[config.mk]
export PLATFORM = sky130hd
export DESIGN_NAME = irq_prio_arbiter
export DESIGN_NICKNAME = d
export VERILOG_FILES = /design/src/rtl/irq_arb_pkg.sv /design/src/rtl/irq_edge_capture.sv /design/src/rtl/irq_level_regs.sv /design/src/rtl/irq_prio_select.sv /design/src/rtl/irq_out_stage.sv /design/src/rtl/irq_prio_arbiter.sv
export SDC_FILE = /design/constraint.sdc
export NUM_CORES = 1
export LEC_CHECK = 0
export BUFFER_PORTS_ARGS = -buffer_cell sky130_fd_sc_hd__buf_4
export CAP_MARGIN = 5
export CORE_AREA = 2 2 201 203
export CTS_CLUSTER_DIAMETER = 80
export DETAILED_ROUTE_END_ITERATION = 6
export DIE_AREA = 0 0 203 205
export PLACE_DENSITY = 0.47
export RECOVER_POWER = 50
export SLEW_MARGIN = 20
export SYNTH_ARGS = -nofsm -noshare
export SYNTH_HDL_FRONTEND = slang
export SYNTH_HIERARCHICAL = 1
export SYNTH_SLANG_ARGS = --single-unit
[constraint.sdc]
create_clock -name clk -period 13.5 [get_ports clk]
set_input_delay 1.35 -clock clk [delete_from_list [all_inputs] [get_ports clk]]
set_output_delay 1.35 -clock clk [all_outputs]
set_load 0.05 [all_outputs]
[src/rtl/irq_arb_pkg.sv]
package irq_arb_pkg;
  localparam int LVL_W = 3;
  typedef logic [LVL_W-1:0] prio_t;

  localparam prio_t PRIO_OFF_LO = prio_t'(0);
  localparam prio_t PRIO_OFF_HI = prio_t'((1 << LVL_W) - 1);

  // A level of all zeros or all ones switches the source off.
  function automatic logic prio_live(prio_t l);
    return (l != PRIO_OFF_LO) && (l != PRIO_OFF_HI);
  endfunction
endpackage

[src/rtl/irq_edge_capture.sv]
module irq_edge_capture #(
  parameter int NUM_SRC = 32
) (
  input  logic               clk,
  input  logic               rst_n,
  input  logic [NUM_SRC-1:0] irq_in,
  input  logic [NUM_SRC-1:0] clr_mask,
  output logic [NUM_SRC-1:0] pending
);
  logic [NUM_SRC-1:0] irq_q;
  logic [NUM_SRC-1:0] rise;

  assign rise = irq_in & ~irq_q;

  always_ff @(posedge clk or negedge rst_n) begin
    if (!rst_n) begin
      irq_q   <= '0;
      pending <= '0;
    end else begin
      irq_q   <= irq_in;
      // a fresh edge wins over a clear in the same cycle
      pending <= (pending & ~clr_mask) | rise;
    end
  end
endmodule

[src/rtl/irq_level_regs.sv]
module irq_level_regs
  import irq_arb_pkg::*;
#(
  parameter int NUM_SRC = 32,
  localparam int IDX_W  = $clog2(NUM_SRC)
) (
  input  logic             clk,
  input  logic             rst_n,
  input  logic             cfg_we,
  input  logic [IDX_W-1:0] cfg_idx,
  input  prio_t            cfg_lvl,
  output prio_t            lvl [NUM_SRC]
);
  for (genvar i = 0; i < NUM_SRC; i++) begin : g_lvl
    always_ff @(posedge clk or negedge rst_n) begin
      if (!rst_n)
        lvl[i] <= PRIO_OFF_LO;
      else if (cfg_we && (cfg_idx == IDX_W'(i)))
        lvl[i] <= cfg_lvl;
    end
  end
endmodule

[src/rtl/irq_prio_select.sv]
module irq_prio_select
  import irq_arb_pkg::*;
#(
  parameter int NUM_SRC = 32,
  localparam int IDX_W  = $clog2(NUM_SRC),
  localparam int LEAVES = 1 << IDX_W
) (
  input  logic [NUM_SRC-1:0] pending,
  input  logic [NUM_SRC-1:0] clr_mask,
  input  prio_t              lvl [NUM_SRC],
  output logic               win_ok,
  output logic [IDX_W-1:0]   win_idx,
  output prio_t              win_lvl
);
  typedef struct packed {
    logic             ok;
    prio_t            lvl;
    logic [IDX_W-1:0] idx;
  } node_t;

  // Left operand always carries the lower index, so ties keep it.
  function automatic node_t pick(node_t a, node_t b);
    if (b.ok && (!a.ok || (b.lvl > a.lvl)))
      return b;
    return a;
  endfunction

  node_t tree [1:2*LEAVES-1];

  for (genvar j = 0; j < LEAVES; j++) begin : g_leaf
    if (j < NUM_SRC) begin : g_real
      assign tree[LEAVES+j].ok  = pending[j] & ~clr_mask[j] & prio_live(lvl[j]);
      assign tree[LEAVES+j].lvl = lvl[j];
    end else begin : g_pad
      assign tree[LEAVES+j].ok  = 1'b0;
      assign tree[LEAVES+j].lvl = PRIO_OFF_LO;
    end
    assign tree[LEAVES+j].idx = IDX_W'(j);
  end

  for (genvar n = 1; n < LEAVES; n++) begin : g_node
    assign tree[n] = pick(tree[2*n], tree[2*n+1]);
  end

  assign win_ok  = tree[1].ok;
  assign win_idx = tree[1].idx;
  assign win_lvl = tree[1].lvl;
endmodule

[src/rtl/irq_out_stage.sv]
module irq_out_stage
  import irq_arb_pkg::*;
#(
  parameter int NUM_SRC   = 32,
  parameter int VEC_SHIFT = 2,
  localparam int IDX_W    = $clog2(NUM_SRC),
  localparam int VEC_W    = IDX_W + VEC_SHIFT
) (
  input  logic               clk,
  input  logic               rst_n,
  input  logic               win_ok,
  input  logic [IDX_W-1:0]   win_idx,
  input  prio_t              win_lvl,
  input  logic               req_ready,
  output logic               req_valid,
  output logic [VEC_W-1:0]   req_vec,
  output prio_t              req_lvl,
  output logic [NUM_SRC-1:0] clr_mask
);
  logic [IDX_W-1:0] idx_q;
  logic             fire;
  logic             load;

  assign fire = req_valid & req_ready;
  assign load = ~req_valid | req_ready;

  always_ff @(posedge clk or negedge rst_n) begin
    if (!rst_n) begin
      req_valid <= 1'b0;
      idx_q     <= '0;
      req_lvl   <= PRIO_OFF_LO;
    end else if (load) begin
      req_valid <= win_ok;
      idx_q     <= win_idx;
      req_lvl   <= win_lvl;
    end
  end

  assign req_vec = {idx_q, {VEC_SHIFT{1'b0}}};

  for (genvar i = 0; i < NUM_SRC; i++) begin : g_clr
    assign clr_mask[i] = fire && (idx_q == IDX_W'(i));
  end
endmodule

[src/rtl/irq_prio_arbiter.sv]
module irq_prio_arbiter
  import irq_arb_pkg::*;
#(
  parameter int NUM_SRC   = 32,
  parameter int VEC_SHIFT = 2,
  localparam int IDX_W    = $clog2(NUM_SRC),
  localparam int VEC_W    = IDX_W + VEC_SHIFT
) (
  input  logic               clk,
  input  logic               rst_n,
  input  logic [NUM_SRC-1:0] irq_in,
  input  logic               cfg_we,
  input  logic [IDX_W-1:0]   cfg_idx,
  input  logic [LVL_W-1:0]   cfg_lvl,
  output logic               req_valid,
  input  logic               req_ready,
  output logic [VEC_W-1:0]   req_vec,
  output logic [LVL_W-1:0]   req_lvl
);
  logic [NUM_SRC-1:0] pending;
  logic [NUM_SRC-1:0] clr_mask;
  prio_t              lvl [NUM_SRC];
  logic               win_ok;
  logic [IDX_W-1:0]   win_idx;
  prio_t              win_lvl;

  irq_edge_capture #(.NUM_SRC(NUM_SRC)) u_edge (
    .clk(clk), .rst_n(rst_n), .irq_in(irq_in),
    .clr_mask(clr_mask), .pending(pending)
  );

  irq_level_regs #(.NUM_SRC(NUM_SRC)) u_lvl (
    .clk(clk), .rst_n(rst_n), .cfg_we(cfg_we),
    .cfg_idx(cfg_idx), .cfg_lvl(cfg_lvl), .lvl(lvl)
  );

  irq_prio_select #(.NUM_SRC(NUM_SRC)) u_sel (
    .pending(pending), .clr_mask(clr_mask), .lvl(lvl),
    .win_ok(win_ok), .win_idx(win_idx), .win_lvl(win_lvl)
  );

  irq_out_stage #(.NUM_SRC(NUM_SRC), .VEC_SHIFT(VEC_SHIFT)) u_out (
    .clk(clk), .rst_n(rst_n), .win_ok(win_ok), .win_idx(win_idx),
    .win_lvl(win_lvl), .req_ready(req_ready), .req_valid(req_valid),
    .req_vec(req_vec), .req_lvl(req_lvl), .clr_mask(clr_mask)
  );
endmodule

==> flow_results.org <==
** Status
- The flow ran to the end, but the final reports show violations.
- The checks that failed: max-capacitance violations, max-slew violations.

** Timing
- Setup violations, final :: 0
- Unrepaired setup endpoints after global routing :: false
- Setup total negative slack on the finished layout was measured at 0 ps.
- The final count of hold timing violations was 0.
- Min Tclk post-route :: 10480 ps
- Based on the critical path, the design can be clocked at up to around 0.095 GHz.
- Of the available clock period, the critical path in the final layout requires 0.776.
- Tightest slew margin relative to the limit :: -2.89
- Number of pins exceeding their max-slew limit in the final report :: between 100 and 150
- At the pin with the least slew margin, the transition time is 5840 ps.
- For the final database, setup skew stands at about 10 ps.

** Routing
- Number of optimization iterations in the first detailed-route pass :: 5
- Number of DRC markers in iteration 0 :: 497
- Average routed wire per standard cell :: 18.0 um
- After detailed routing, the number of vias per cell comes to slightly above 5.
- Post-route DRC :: 0
- Routed vias :: just over 9000
- Sum of routed wire length over all layers :: around 32000 um
- The count of nets left with antenna violations once routing finished came out at 0.

** Floorplan
- From bottom edge to top edge, the die measures around 200 um.
- Core Area :: 39400 um2
- The die covers approximately 42000 um2.
- Number of top-level pins :: 55
- The floorplan step set the die width to 203 um.
- Initial Utilization :: 0.298
- The floorplan has 73 rows.

** Placed design
- Buffers placed on the I/O ports in this run total 52.
- Detailed placer's ending HPWL :: about 24000 um
- Placer congestion estimate :: 0.853
- In this run the cell area measured after placement is around 13000 um2.

** Setup path
- Data on the critical path is required at its endpoint by 13890 ps.
- Crit end category :: register
- The slowest stage of the critical path belongs to the cell nor4_1.
- Counting stages on the worst path, the most repeated cell is ha_1.
- In this design, the stage delay of the slowest critical-path cell is 710 ps.
- Start point of the critical path :: req_ready
- Of all nets on the critical path, the largest fanout is 16.
- WP buf/inv :: 5
- Launch point of the worst reg-to-reg path :: u_out/idx_q[2]
- Data arrival time of the critical path :: 10870 ps
- Worst path top cell family by delay :: compound AO/OA/AOI/OAI gates
- STA classifies the critical path startpoint as an input port.
- Kind of critical path :: input port to register

** Logic synthesis
- Summing every instance area after synthesis gives 11800 um2.
- Counting flops with a built-in enable in the synthesized netlist gives 0.
- Synthesis instantiated 83 different standard cells from the library.
- Synthesis inferred 169 register bits.
- In the synthesized netlist the async set-or-reset flop fraction comes to 1.00.
- The most used flip-flop cell after synthesis is dfrtp_1.
- Of the synthesized area, sequential elements account for 0.360.
- The Yosys step of the flow raised 6 warnings.
- Avg Synthesized Cell Area :: 9.79 um2
- Synthesis produced 1200 cells.

** Clocking
- TritonCTS built the clock tree.
- Latest clock arrival within the worst-skew pair :: ~450 ps
- Root cell of the clock tree :: clkbuf_16
- H-tree depth reported by CTS :: 4
- CTS buffer count :: 17
- Buffer levels on the longest clock path :: 2
- Clock transition at the register clock pins on the worst setup and hold paths after CTS :: 70 ps
- Post-CTS Hold Fix Bufs :: 0
- Number of sinks on the clock net :: 169
- Post-CTS sizing :: 0
- Post-CTS Repair Setup Buffers :: 0

** Hold path
- The startpoint identified for the worst hold timing path is u_edge/irq_q[4].
- The tightest min-delay check is of the register to register type.

** Finish
- Compared with the post-synthesis result, the final layout area differs by 13.0%.
- For this run, the share of the core covered by cells in the final layout is 0.337.
- Diode count :: 0
- In the final layout, the share of cells above drive strength 1 is 0.210.
- At the end of the flow, the number of nets in the layout was 1381.
- Once layout is done, the placed cells without fillers occupy 13300 um2.
- Filler cell count in the final layout :: roughly 4000

** Job
- Across the run, the number of max-cap violations was 1.

** GRT
- The number of antenna violations at the first check in global routing was 0.
- Across every metal layer, demand over resource in global routing totals 0.161.
- Vias in the first global route :: ~9000
- First-pass GRT wire length :: 51600 um
- GRT overflow :: 0
- Maximum number of pins on one net before global-route repair :: about 110
## flip-flops by register name (all words and copies together) (netlist names)
register         cells
u_lvl/lvl           96
u_edge/irq_q        32
u_edge/pending      32
u_out/idx_q          5
u_out/req_lvl        3
u_out/req_valid      1
## synth_stat cells (all sizes together), types with 23 or more instances
library cell / instances / area (um2)
dfrtp: 169 / 4230
ha: 86 / 1080
nor2: 56 / 215
o22ai: 36 / 425
o21ai: 47 / 250
inv: 170 / 638
mux2i: 42 / 420
nand3: 37 / 185
a21oi: 40 / 200
nor4b: 25 / 287
nor3: 48 / 240
mux2: 122 / 1380
and3: 23 / 149
nor2b: 25 / 156
nand2: 52 / 195
## cell families (layout without fill, tap and decap cells)
| group | Yosys count | in the layout | synth area share |
|---|---|---|---|
| adder cells (fa/ha/maj) | 89 | 89 | 0.0942 |
| multiplexers | 164 | 164 | 0.153 |
| AO/OA/AOI/OAI | 235 | 235 | 0.154 |
| other | 1 | 2 | 0.000319 |
| AND/OR/NAND/NOR | 349 | 349 | 0.175 |
| flip-flops | 169 | 169 | 0.360 |
| buffers and inverters | 193 | 255 | 0.0634 |
## layout make-up
cell class,instances,area (um2),share of cell area
clock buffer,21,470,0.0354
clock inverter,10,144,0.0108
inverter,170,638,0.0480
multi-input combinational,839,6780,0.510
sequential,169,4230,0.318
tap,525,657,0.0495
timing repair buffer,54,368,0.0277
## per-layer routing
metal | GRT usage | vias up | share of wire
li1 | - | 4460 | -
met1 | 0.223 | 4519 | 0.50
met2 | 0.256 | 135 | 0.46
met3 | 0.0235 | 34 | 0.025
met4 | 0.0514 | 0 | 0.019
met5 | 0 | - | 0
## layout by cell type, fill, tap and decap left out, types with 37 or more instances in the layout
master	synthesis	final
a21oi_1	40	40
dfrtp_1	169	169
ha_1	86	86
inv_1	170	170
mux2_2	121	121
mux2i_1	42	42
nand2_1	52	52
nand3_1	37	37
nor2_1	54	54
nor3_1	48	48
o21ai_0	40	40
## per-stage QoR
step                      setup WS [ps]  std cells  hold slack [ps]
after global routing               2230       1788              440
after floorplan                    4660       1201              414
after detailed placement           3130       1757              421
after global placement             3190       1757              414
final                              3020       1788              426
after CTS                          3590       1788              429
## worst reg2reg max path, delay by kind of cell (launching register included)
family | cells | cell delay, ps
buf+inv | 4 | 500
fa+ha+maj | 4 | 1080
compound gates | 20 | 3960
flops | 1 | 430
mux | 4 | 1240
simple gates | 9 | 2680
## final timing paths
check / slack, ps / endpoint / depth (start not counted)
worst max-delay path: 3020 / u_out/idx_q[0] / 42
worst min-delay path: 430 / u_edge/pending[4] / 1
worst max register to register: 3570 / u_out/idx_q[0] / 41
worst min register to register: 430 / u_edge/pending[4] / 1
max in group asynchronous: 7150 / u_lvl/lvl[14] / 1
min in group asynchronous: 3000 / u_edge/irq_q[12] / 1
Power is not shown: default switching activity piles up to over one toggle a cycle in this logic, so the estimate is an artifact.
